## src/rtl/uaf_pkg.sv

```systemverilog
package uaf_pkg;
    localparam int unsigned ADDR_W = 8;

    typedef enum logic [0:0] {
        S_IDLE = 1'b0,
        S_EVAL = 1'b1
    } uaf_state_e;
endpackage

```

## src/rtl/uaf_match.sv

```systemverilog
module uaf_match #(
    parameter int unsigned W = 8
) (
    input  logic         clk,
    input  logic         rst_n,
    input  logic [W-1:0] cap_byte,
    input  logic [W-1:0] slave_addr,
    input  logic [W-1:0] addr_mask,
    output logic         dir_match,
    output logic         bcast_match
);
    logic [W-1:0] bcast_addr;
    logic [W-1:0] diff_bits;

    always_comb begin
        bcast_addr  = slave_addr | addr_mask;
        diff_bits   = (cap_byte ^ slave_addr) & addr_mask;
        dir_match   = (diff_bits == '0);
        bcast_match = ((cap_byte & bcast_addr) == bcast_addr);
    end

    // cleared address registers leave every byte matching
    a_r6_open_match: assert property (@(posedge clk) disable iff (!rst_n)
        (slave_addr == '0 && addr_mask == '0) |-> (dir_match && bcast_match));
    // an all-ones byte always meets the broadcast address
    a_r2_all_ones: assert property (@(posedge clk) disable iff (!rst_n)
        (cap_byte == '1) |-> bcast_match);
endmodule

```

## src/rtl/uaf_ctl.sv

```systemverilog
module uaf_ctl (
    input  logic clk,
    input  logic rst_n,
    input  logic fe_set,
    input  logic fe_sel,
    input  logic ctl_wr,
    input  logic ctl_wdata,
    output logic fe_flag,
    output logic mode_hi,
    output logic ctl_view
);
    always_ff @(posedge clk or negedge rst_n) begin
        if (!rst_n) begin
            fe_flag <= 1'b0;
            mode_hi <= 1'b0;
        end else begin
            if (fe_set)
                fe_flag <= 1'b1;
            else if (ctl_wr && fe_sel)
                fe_flag <= ctl_wdata;
            if (ctl_wr && !fe_sel)
                mode_hi <= ctl_wdata;
        end
    end

    always_comb ctl_view = fe_sel ? fe_flag : mode_hi;

    // the mode bit moves only on a write that selects it
    a_r8_mode_hold: assert property (@(posedge clk) disable iff (!rst_n)
        !(ctl_wr && !fe_sel) |=> $stable(mode_hi));
    // the flag rises only from a bad stop bit or an explicit write of 1
    a_r7_fe_cause: assert property (@(posedge clk) disable iff (!rst_n)
        $rose(fe_flag) |-> $past(fe_set || (ctl_wr && fe_sel && ctl_wdata)));
    // a hardware set always leaves the flag high
    a_r7_fe_set_wins: assert property (@(posedge clk) disable iff (!rst_n)
        fe_set |=> fe_flag);
endmodule

```

## src/rtl/uaf_fsm.sv

```systemverilog
module uaf_fsm
    import uaf_pkg::*;
#(
    parameter int unsigned W = 8
) (
    input  logic         clk,
    input  logic         rst_n,
    input  logic         frm_done,
    input  logic [W-1:0] rx_byte,
    input  logic         rx_bit9,
    input  logic         rx_stop,
    input  logic         rx_en,
    input  logic         mp_en,
    input  logic         mode_hi,
    input  logic         ri_clr,
    input  logic         dir_match,
    input  logic         bcast_match,
    output logic [W-1:0] cap_byte,
    output logic         ri,
    output logic         rb8,
    output logic         fe_set
);
    uaf_state_e st_q, st_nx;
    logic       cap_bit9;
    logic       cap_stop;
    logic       filt_on;
    logic       accept;

    always_comb begin
        st_nx = st_q;
        unique case (st_q)
            S_IDLE: st_nx = frm_done ? S_EVAL : S_IDLE;
            S_EVAL: st_nx = S_IDLE;
            default: st_nx = S_IDLE;
        endcase
    end

    always_ff @(posedge clk or negedge rst_n) begin
        if (!rst_n) st_q <= S_IDLE;
        else        st_q <= st_nx;
    end

    always_comb begin
        filt_on = mode_hi && mp_en;
        accept  = (st_q == S_EVAL) && rx_en &&
                  (!filt_on || (cap_bit9 && (dir_match || bcast_match)));
        fe_set  = (st_q == S_EVAL) && rx_en && !cap_stop;
    end

    always_ff @(posedge clk or negedge rst_n) begin
        if (!rst_n) begin
            cap_byte <= '0;
            cap_bit9 <= 1'b0;
            cap_stop <= 1'b1;
            ri       <= 1'b0;
            rb8      <= 1'b0;
        end else begin
            if (st_q == S_IDLE && frm_done) begin
                cap_byte <= rx_byte;
                cap_bit9 <= rx_bit9;
                cap_stop <= rx_stop;
            end
            if (accept) begin
                ri  <= 1'b1;
                rb8 <= cap_bit9;
            end else if (ri_clr) begin
                ri <= 1'b0;
            end
        end
    end

    // evaluation lasts exactly one cycle
    a_r10_eval_one: assert property (@(posedge clk) disable iff (!rst_n)
        (st_q == S_EVAL) |=> (st_q == S_IDLE));
    // the interrupt rises only out of an evaluation cycle
    a_r10_ri_source: assert property (@(posedge clk) disable iff (!rst_n)
        $rose(ri) |-> $past(st_q == S_EVAL));
    // the ninth-bit register changes only on an acceptance
    a_r9_rb8_hold: assert property (@(posedge clk) disable iff (!rst_n)
        !accept |=> $stable(rb8));
    // with filtering active, a data frame is never taken
    a_r3_no_data: assert property (@(posedge clk) disable iff (!rst_n)
        ((st_q == S_EVAL) && filt_on && !cap_bit9 && !ri_clr) |=> (ri == $past(ri)));
endmodule

```

## src/rtl/uart_addr_filter.sv

```systemverilog
module uart_addr_filter
    import uaf_pkg::*;
(
    input  logic              clk,
    input  logic              rst_n,
    input  logic              frm_done,
    input  logic [ADDR_W-1:0] rx_byte,
    input  logic              rx_bit9,
    input  logic              rx_stop,
    input  logic              mode_lo,
    input  logic              mp_en,
    input  logic              rx_en,
    input  logic [ADDR_W-1:0] slave_addr,
    input  logic [ADDR_W-1:0] addr_mask,
    input  logic              fe_sel,
    input  logic              ctl_wr,
    input  logic              ctl_wdata,
    input  logic              ri_clr,
    output logic              ri,
    output logic              rb8,
    output logic              fe_flag,
    output logic              ctl_mode_hi,
    output logic              ctl_view,
    output logic              dir_match,
    output logic              bcast_match
);
    logic [ADDR_W-1:0] cap_byte;
    logic              fe_set;
    logic              mode_lo_unused;

    // the low mode bit does not change filtering: modes 0/1 and 2/3 behave alike
    always_comb mode_lo_unused = mode_lo;

    uaf_match #(.W(ADDR_W)) u_match (
        .clk         (clk),
        .rst_n       (rst_n),
        .cap_byte    (cap_byte),
        .slave_addr  (slave_addr),
        .addr_mask   (addr_mask),
        .dir_match   (dir_match),
        .bcast_match (bcast_match)
    );

    uaf_fsm #(.W(ADDR_W)) u_fsm (
        .clk         (clk),
        .rst_n       (rst_n),
        .frm_done    (frm_done),
        .rx_byte     (rx_byte),
        .rx_bit9     (rx_bit9),
        .rx_stop     (rx_stop),
        .rx_en       (rx_en),
        .mp_en       (mp_en),
        .mode_hi     (ctl_mode_hi),
        .ri_clr      (ri_clr),
        .dir_match   (dir_match),
        .bcast_match (bcast_match),
        .cap_byte    (cap_byte),
        .ri          (ri),
        .rb8         (rb8),
        .fe_set      (fe_set)
    );

    uaf_ctl u_ctl (
        .clk       (clk),
        .rst_n     (rst_n),
        .fe_set    (fe_set),
        .fe_sel    (fe_sel),
        .ctl_wr    (ctl_wr),
        .ctl_wdata (ctl_wdata),
        .fe_flag   (fe_flag),
        .mode_hi   (ctl_mode_hi),
        .ctl_view  (ctl_view)
    );

    // in modes 0/1 every enabled frame is taken whatever mp_en says
    a_r5_mp_ignored: assert property (@(posedge clk) disable iff (!rst_n)
        (u_fsm.st_q == S_EVAL && !ctl_mode_hi && rx_en) |=> ri);
endmodule

```

## config.mk

```make
export PLATFORM = sky130hd
export DESIGN_NAME = uart_addr_filter
export DESIGN_NICKNAME = d
export VERILOG_FILES = /design/src/rtl/uaf_pkg.sv /design/src/rtl/uaf_match.sv /design/src/rtl/uaf_ctl.sv /design/src/rtl/uaf_fsm.sv /design/src/rtl/uart_addr_filter.sv
export SDC_FILE = /design/constraint.sdc
export NUM_CORES = 1
export LEC_CHECK = 0
export ABC_AREA = 1
export CAP_MARGIN = 20
export CORE_MARGIN = 2
export CORE_UTILIZATION = 30
export DETAILED_ROUTE_END_ITERATION = 10
export DONT_BUFFER_PORTS = 1
export HOLD_SLACK_MARGIN = 0.08
export PLACE_DENSITY = 0.5
export SETUP_SLACK_MARGIN = 0.1
export SYNTH_ARGS = -nofsm -noshare
export SYNTH_HDL_FRONTEND = slang
export SYNTH_SLANG_ARGS = --single-unit
```

## constraint.sdc

```tcl
create_clock -name clk -period 1.7 [get_ports clk]
set_clock_uncertainty 0.1 [all_clocks]
set_input_delay 0.255 -clock clk [delete_from_list [all_inputs] [get_ports clk]]
set_output_delay 0.255 -clock clk [all_outputs]
set_load 0.005 [all_outputs]
```

==> reports/metrics.cfg, run 1 <==
[clocking]
clkSinkCount=15
clk_pin_slew_ps=90
number_of_h_tree_branching_levels=1
cts_inserted_buffers=3
ctsLongestPathBuffers=2
clock_latency_ps=280
tritoncts=built
cts_root_buf=clkbuf_4

[power_and_ir_drop]
worst_case_vdd_ir_drop_mv=0.425
leakage_uw=0.000615
power.density_nw_per_um2=769

[floorplanning]
floorplan.core_area_um2=2760
die_width_um=57.8
die_area_um2=3340
core_rows=19
fp.dieH_um=57.8
starting_density=0.315
pin_count=43

[detailed_routing]
drt_wl_total_um=2260
detailroute.wirelength.met3_um=109
met1Wirelength_um=982
ant_nets=0
post-route-drc-count=0
vias_per_cell=4.61
wl_per_cell_um=12.1
drt-pass1-iter-count=4
routed.top_layer=met4
dr_total_vias=858
drt-initial-drc-count=31
met2WireLength_um=1150

[sta]
hold_violations=0
max_slew_margin=0.511
final.period_utilization=0.908
grt_setup_unrepaired=yes
count_of_endpoints_failing_setup_in_the_final_report=0
finalSetupTns_ps=0
timing.final.max_slew_violations=0
period_needed_ps=1540
maxClockFrequency_mhz=648
tightest_slew_ps=732

[worst_hold_path]
worst_hold_startpoint=rx_en
min_path_type=input pin to flop
hold-path-endpoint=u_ctl.fe_flag
timing.hold.worst_path_depth=2

[synthesis]
count_of_yosys_warnings_during_synthesis=0
synth-seq-cells=15
netlist_area_um2=868
synth.yosys.seq_area_share=0.434
synthesis.area_per_instance_um2=6.63
netlist_instances=131
syn_nets=167
synth_cell_types=16

[cells_and_area]
antennaDiodeCount=0
most_frequent_standard_cell_in_the_layout_excluding_fill_and_tap_cells=nand2_1
final_layout_size_suffix_gt1_frac=0.245
flow.area_growth_from_synthesis_pct=35.0
layout.filler_cells=311
final_cell_mix=nand2_1, dlygate4sd3_1, inv_1, dfrtp_1, inv_2
post-route-cell-area_um2=1170
layout.nets=192

[setup_path]
crit_chain=dlygate4sd3_1, a21oi_1, a31oi_1, dlygate4sd3_1
critical-path-top-delay-family=buffers and inverters
criticalPathCategory=input pin to flop
setup.reg_to_reg.worst_slack_ps=300
worst_ep_required_time_ps=1770
worstSetupEndpointType=flop
r2r_end=u_ctl.mode_hi
crit_arrival_ps=1610
critPathMaxFanout=3
crit_top_cell=dlygate4sd3_1
regToRegStartpoint=u_ctl.mode_hi
critical_path.startpoint_type=input pin
critical-path-max-stage-delay_ps=580
timing.critical_path.slowest_stage_cell=dlygate4sd3_1
depth_of_the_worst_register_to_register_path=3
critical_path.n_buffers_inverters=2

[global_routing]
globalRoute.totalOverflow=0
groute.usage.overall=0.142
grt_pass1_wl_um=3670
grt_antenna_before_repair=0
pin_count_of_the_biggest_net_entering_global_routing=20
grt_pass1_vias=908

[run]
max_cap_viol_count=0

[status]
result_of_the_run=finished, final reports clean

[placed_design]
global_placer_s_final_weighted_congestion=0.687
dpl_cell_area_um2=902
io_buffer_count=0
hpwlAfterDp_um=1580

per-layer routing:
metal,global-route usage,up-vias
met5,0,-
li1,-,448
met3,0.0268,2
met4,0.0498,0
met1,0.159,384
met2,0.266,24
worst max-delay path by stage:
| stage | from | end | cells past startpoint |
|---|---|---|---|
| detailed placement | u_fsm.cap_byte[0] | u_fsm.rb8 | 12 |
| CTS | u_fsm.cap_byte[0] | dir_match | 7 |
| floorplan | u_fsm.cap_byte[0] | u_fsm.rb8 | 12 |
| finish | ctl_wr | u_ctl.mode_hi | 4 |
| global route | u_fsm.cap_byte[1] | dir_match | 7 |
| global placement | u_fsm.cap_byte[0] | u_fsm.rb8 | 12 |
per-stage QoR:
step | std cells | worst slack, ps | util | hold slack (ps) | power [uW]
after floorplan | 131 | 471 | - | -141 | 573
after global placement | 161 | 344 | 0.327 | -140 | 599
after detailed placement | 161 | 333 | 0.327 | -140 | 608
after CTS | 181 | 123 | 0.395 | 81.2 | 866
after global routing | 186 | 63.2 | 0.425 | 102 | 970
final | 186 | 156 | 0.425 | 102 | 902
kinds of logic (layout without fill, tap and decap cells):
logic type / after synthesis / in the layout / synth area share
AO/OA/AOI/OAI: 16 / 16 / 0.0980
buffers and inverters: 26 / 50 / 0.114
flip-flops: 15 / 15 / 0.434
AND/OR/NAND/NOR: 74 / 74 / 0.354
synth_stat cells:
cell type | n | area [um^2]
o221ai_1 | 1 | 8.76
o21ai_1 | 6 | 30.0
inv_1 | 23 | 86.3
nand2_1 | 49 | 184
nor2_1 | 10 | 37.5
dfstp_2 | 1 | 26.3
inv_2 | 2 | 7.51
nand3_1 | 9 | 45.0
buf_2 | 1 | 5.00
o21ai_0 | 7 | 35.0
a21oi_1 | 1 | 5.00
nor2_2 | 3 | 18.8
a31oi_1 | 1 | 6.26
dfrtp_1 | 14 | 350
nand3_2 | 1 | 10.0
nand2_2 | 2 | 12.5
flip-flops by register name (all words and copies together), names as in the netlist:
signal,count
u_ctl.fe_flag,1
u_ctl.mode_hi,1
u_fsm.cap_bit9,1
u_fsm.cap_byte,8
u_fsm.cap_stop,1
u_fsm.rb8,1
u_fsm.ri,1
u_fsm.st_q,1
power by group:
| part | internal (uW) | total [uW] | switching (uW) |
|---|---|---|---|
| sequential | 407 | 447 | 40.1 |
| combinational | 115 | 240 | 125 |
| clock | 91.0 | 215 | 124 |
repair_timing:
| action | CTS | global route |
|---|---|---|
| hold buffers | 16 | 0 |
| buffers inserted | 0 | 5 |
| hold endpoints to repair | 28 | 0 |
| setup endpoints to repair | 0 | 2 |
| gates resized for setup | 0 | 22 |
area by class of cell:
| type | instances | area [um^2] | area share |
|---|---|---|---|
| sequential | 15 | 377 | 0.321 |
| multi-input combinational | 90 | 435 | 0.371 |
| clock buffer | 4 | 26.3 | 0.0224 |
| tap | 31 | 38.8 | 0.0331 |
| timing repair buffer | 21 | 201 | 0.172 |
| inverter | 25 | 93.8 | 0.0800 |
No activity file was read; power rests on OpenSTA's default activity.
==> run 2, diff against run 1 <==
==> constraint.sdc (replaced) <==
create_clock -name clk -period 1.7 [get_ports clk]
set_clock_uncertainty 0.1 [all_clocks]
set_input_delay 0.34 -clock clk [delete_from_list [all_inputs] [get_ports clk]]
set_output_delay 0.34 -clock clk [all_outputs]
set_load 0.005 [all_outputs]
==> run 2 against run 1 <==
Sequential cell count is the same. Wire length down 3.5%. First-iteration DRC count shrank 35%. Critical path type is now flop to primary output. Highest routed layer unchanged.
==> reports/metrics.cfg, run 2 (same netlist as run 1, synthesis figures left out) <==
[global_routing]
grt_antenna_before_repair=0
grt_pass1_vias=886
groute.usage.overall=0.139
globalRoute.totalOverflow=0
pin_count_of_the_biggest_net_entering_global_routing=20
grt_pass1_wl_um=3510

[sta]
timing.final.max_slew_violations=0
period_needed_ps=1620
maxClockFrequency_mhz=616
hold_violations=0
final.period_utilization=0.956
max_slew_margin=0.486
count_of_endpoints_failing_setup_in_the_final_report=0
finalSetupTns_ps=0
finalWorstSetupSlack_ps=75.6
grt_setup_unrepaired=yes
tightest_slew_ps=768

[detailed_routing]
ant_nets=0
wl_per_cell_um=12.2
vias_per_cell=4.75
drt_wl_total_um=2180
post-route-drc-count=0
drt-initial-drc-count=20
drt-pass1-iter-count=4
dr_total_vias=851

[cells_and_area]
final_layout_size_suffix_gt1_frac=0.209
flow.area_growth_from_synthesis_pct=25.6
largest-register=u_fsm.cap_byte
post-route-cell-area_um2=1090
layout.nets=185
largest_reg_flops=8
final_cell_mix=nand2_1, inv_1, dfrtp_1
most_frequent_standard_cell_in_the_layout_excluding_fill_and_tap_cells=nand2_1
layout.filler_cells=293
antennaDiodeCount=0

[clocking]
cts_inserted_buffers=3
clock_latency_ps=280
clk_pin_slew_ps=100
ctsLongestPathBuffers=2
number_of_h_tree_branching_levels=1
tritoncts=built
clkSinkCount=15
cts_root_buf=clkbuf_4

[setup_path]
worst_ep_required_time_ps=1260
crit_arrival_ps=1180
critPathMaxFanout=3
worstSetupEndpointType=primary output
criticalPathCategory=flop to primary output
critical_path.startpoint_type=flop

[floorplanning]
floorplan.core_area_um2=2760
die_width_um=57.8
core_rows=19
starting_density=0.315
pin_count=43
die_area_um2=3340
fp.dieH_um=57.8

[placed_design]
io_buffer_count=0
dpl_cell_area_um2=902
placement.setup.worst_slack_ps=315
global_placer_s_final_weighted_congestion=0.687
hpwlAfterDp_um=1580

[status]
result_of_the_run=finished, final reports clean

[power_and_ir_drop]
power.density_nw_per_um2=793
p_total_uw=866
worst_case_vdd_ir_drop_mv=0.412
leakage_uw=0.000581

[run]
max_cap_viol_count=0

[worst_hold_path]
min_path_type=input pin to flop

run 2: cell types whose count changed in the layout (fill, tap and decap cells not counted), sizes merged:
cell,before,now
buf,5,2
clkbuf,4,3
clkinv,0,1
dlygate4sd3,16,12
run 2: metrics by stage:
step                       util  cells  hold slack [ps]
after floorplan               -    131            -55.6
after global placement    0.327    161            -55.2
after detailed placement  0.327    161            -55.1
after CTS                 0.382    177             83.5
after global routing      0.396    179             91.0
final                     0.396    179             85.6
run 2: layout make-up:
cell class | instances | area, um^2 | area share
clock inverters | 1 | 5.00 | 0.00459
repair buffers | 14 | 135 | 0.124
well taps | 31 | 38.8 | 0.0356
clock buffers | 3 | 22.5 | 0.0206
inverters | 25 | 93.8 | 0.0860
multi-input cells | 90 | 419 | 0.384
flip-flops and latches | 15 | 377 | 0.345
run 2: worst max-delay path: stages, from the launching register on:
cell and delay (ps):
dfrtp_1 410, inv_2 70, nand2_1 50, nand3_1 70
nand2_1 70, nor2_2 110, nand2_2 60, inv_2 50
run 2: metal layers:
metal	GRT usage	part of all wire
met1	0.149	0.41
met2	0.260	0.52
met3	0.0290	0.064
met4	0.0598	0.0087
met5	0	0
run 2: worst paths after layout:
kind                                   start           endpoint  slack, ps  cells after the start
max                        u_fsm.cap_byte[0]          dir_match         80                      7
min                               rx_byte[4]  u_fsm.cap_byte[4]         90                      2
max reg2reg                u_fsm.cap_byte[0]          u_fsm.rb8        320                     12
min reg2reg                   u_fsm.cap_stop     u_fsm.cap_stop        380                      2
max in group asynchronous              rst_n         u_fsm.st_q        560                      1
min in group asynchronous              rst_n  u_fsm.cap_byte[4]        460                      1
run 2: power by group:
part	total, uW	switching [uW]	leakage [uW]	internal (uW)
clock	211	124	0.0000177	87.3
combinational	209	117	0.000382	91.7
sequential	446	38.9	0.000182	407
total	866	280	0.000581	586
run 2: what timing repair did:
| action | 4_1_cts | 5_1_grt |
|---|---|---|
| hold endpoints to repair | 26 | 0 |
| hold buffers | 12 | 0 |
| pin swaps | 7 | 9 |
| buffers inserted | 0 | 2 |
| setup endpoints to repair | 2 | 2 |
| gates resized for setup | 4 | 12 |
==> run 3, diff against run 2 <==
--- a/config.mk
+++ b/config.mk
@@ -13,7 +13,7 @@
 export DONT_BUFFER_PORTS = 1
 export HOLD_SLACK_MARGIN = 0.08
 export PLACE_DENSITY = 0.5
-export SETUP_SLACK_MARGIN = 0.1
+export SETUP_SLACK_MARGIN = 0.4
 export SYNTH_ARGS = -nofsm -noshare
 export SYNTH_HDL_FRONTEND = slang
 export SYNTH_SLANG_ARGS = --single-unit
==> run 3 against run 2 <==
Sequential share of layout area is 0.47 points lower. Worst setup slack worse by 2.1 ps. Critical path depth stayed put. Core utilization is 0.54 points higher. Power is 0.71% higher. Clock-buffer cell count stayed put. Global-route usage stayed put. First-iteration DRC count is 10% higher. Sequential power hardly changed. Worst hold slack better by 0.54 ps. Cell count is 0.56% higher. Largest power group unchanged.
==> reports/metrics.cfg, run 3 (same netlist as run 1, synthesis figures left out) <==
[global_routing]
pin_count_of_the_biggest_net_entering_global_routing=20
grt_pass1_wl_um=3510
globalRoute.totalOverflow=0
grt_antenna_before_repair=0
groute.usage.overall=0.139
grt_pass1_vias=886

[clocking]
cts_inserted_buffers=3
clk_pin_slew_ps=100
number_of_h_tree_branching_levels=1
clkSinkCount=15
cts_root_buf=clkbuf_4
clock_latency_ps=280
ctsLongestPathBuffers=2
tritoncts=built

[cells_and_area]
flow.area_growth_from_synthesis_pct=27.4
final_layout_size_suffix_gt1_frac=0.235
most_frequent_standard_cell_in_the_layout_excluding_fill_and_tap_cells=nand2_1
layout.nets=186
postLayoutCoreUtil=0.401
post-route-cell-area_um2=1110
final_cell_mix=nand2_1, inv_1, dfrtp_1
antennaDiodeCount=0
largest_reg_flops=8
largest-register=u_fsm.cap_byte

[floorplanning]
floorplan.core_area_um2=2760
die_width_um=57.8
die_area_um2=3340
starting_density=0.315
core_rows=19
pin_count=43
fp.dieH_um=57.8

[setup_path]
worstSetupEndpointType=primary output
crit_arrival_ps=1190
criticalPathCategory=flop to primary output
timing.critical_path.slowest_stage_cell=dfrtp_1
worst_ep_required_time_ps=1260
critical_path.startpoint_type=flop
critPathMaxFanout=3
critical-path-top-delay-family=flip-flops
critical-path-max-stage-delay_ps=410
critical_path.n_buffers_inverters=2
crit_chain=inv_2, nand2_1, nand3_1, nand2_1, nor2_2, nand2_2, inv_2

[sta]
count_of_endpoints_failing_setup_in_the_final_report=0
finalWorstSetupSlack_ps=73.4
period_needed_ps=1630
timing.final.max_slew_violations=0
final.period_utilization=0.957
maxClockFrequency_mhz=615
max_slew_margin=0.480
grt_setup_unrepaired=yes
hold_violations=0
final.hold.worst_slack_ps=86.1
tightest_slew_ps=777
finalSetupTns_ps=0

[power_and_ir_drop]
leakage_uw=0.000586
intPower_uw=589
power.net_switching_uw=283
share_of_total_power_in_the_clock_network=0.242
p_seq_frac=0.512
power.density_nw_per_um2=788
worst_case_vdd_ir_drop_mv=0.404
combPwrFrac=0.246
switching_share=0.324

[run]
max_cap_viol_count=0

[placed_design]
global_placer_s_final_weighted_congestion=0.687
io_buffer_count=0
dpl_cell_area_um2=902
placement.setup.worst_slack_ps=315
hpwlAfterDp_um=1580

[detailed_routing]
drt-pass1-iter-count=4
drt_wl_total_um=2220
wl_per_cell_um=12.3
ant_nets=0
drt-initial-drc-count=22
post-route-drc-count=0
dr_total_vias=859
vias_per_cell=4.77

[worst_hold_path]
min_path_type=input pin to flop

[status]
result_of_the_run=finished, final reports clean

run 3: final cells by class:
| type | count | area, um^2 |
|---|---|---|
| tap | 31 | 38.8 |
| clock buffer | 3 | 22.5 |
| sequential | 15 | 377 |
| timing repair buffer | 15 | 143 |
| clock inverter | 1 | 5.00 |
| multi-input combinational | 90 | 427 |
| fill | 295 | 1650 |
| inverter | 25 | 93.8 |
run 3: path summary, 6_finish.rpt:
check	start	endpoint	slack, ps	cells past startpoint
max	u_fsm.cap_byte[0]	dir_match	70	7
min	rx_byte[4]	u_fsm.cap_byte[4]	90	2
max reg2reg	u_fsm.cap_byte[0]	u_fsm.rb8	210	13
min reg2reg	u_fsm.cap_stop	u_fsm.cap_stop	380	2
max in group asynchronous	rst_n	u_fsm.st_q	550	1
min in group asynchronous	rst_n	u_fsm.cap_byte[4]	470	1
run 3: worst register-to-register path: cells and delay by family (launching register included):
family,cells,cell delay (ps)
flip-flops,1,410
buffers and inverters,2,200
AND/OR/NAND/NOR,11,670
run 3: power by group through the flow:
stage / logic [uW] / clock network [uW] / registers (uW)
2_1_floorplan: 132 / 0 / 441
3_3_place_gp: 152 / 0 / 447
3_5_place_dp: 159 / 0 / 449
4_1_cts: 193 / 225 / 444
5_1_grt: 248 / 246 / 452
6_report: 215 / 211 / 446
run 3: routing by layer:
| metal | up-vias | track usage | share of wire |
|---|---|---|---|
| met3 | 2 | 0.0290 | 0.062 |
| li1 | 435 | - | - |
| met1 | 391 | 0.149 | 0.40 |
| met5 | - | 0 | 0 |
| met4 | 0 | 0.0598 | 0.0086 |
| met2 | 31 | 0.260 | 0.53 |
run 3: metrics by stage:
step           total power (uW)  cells
2_1_floorplan               573    131
3_3_place_gp                599    161
3_5_place_dp                609    161
4_1_cts                     861    177
5_1_grt                     947    180
6_report                    872    180
run 3: repair_timing:
item                                    4_1_cts  5_1_grt
hold buffers                                 12        0
buffers inserted                              0        3
hold endpoints to repair                     26        0
endpoints found under the setup margin        5        5
resized for setup                             5       14
pin swaps                                    10       11
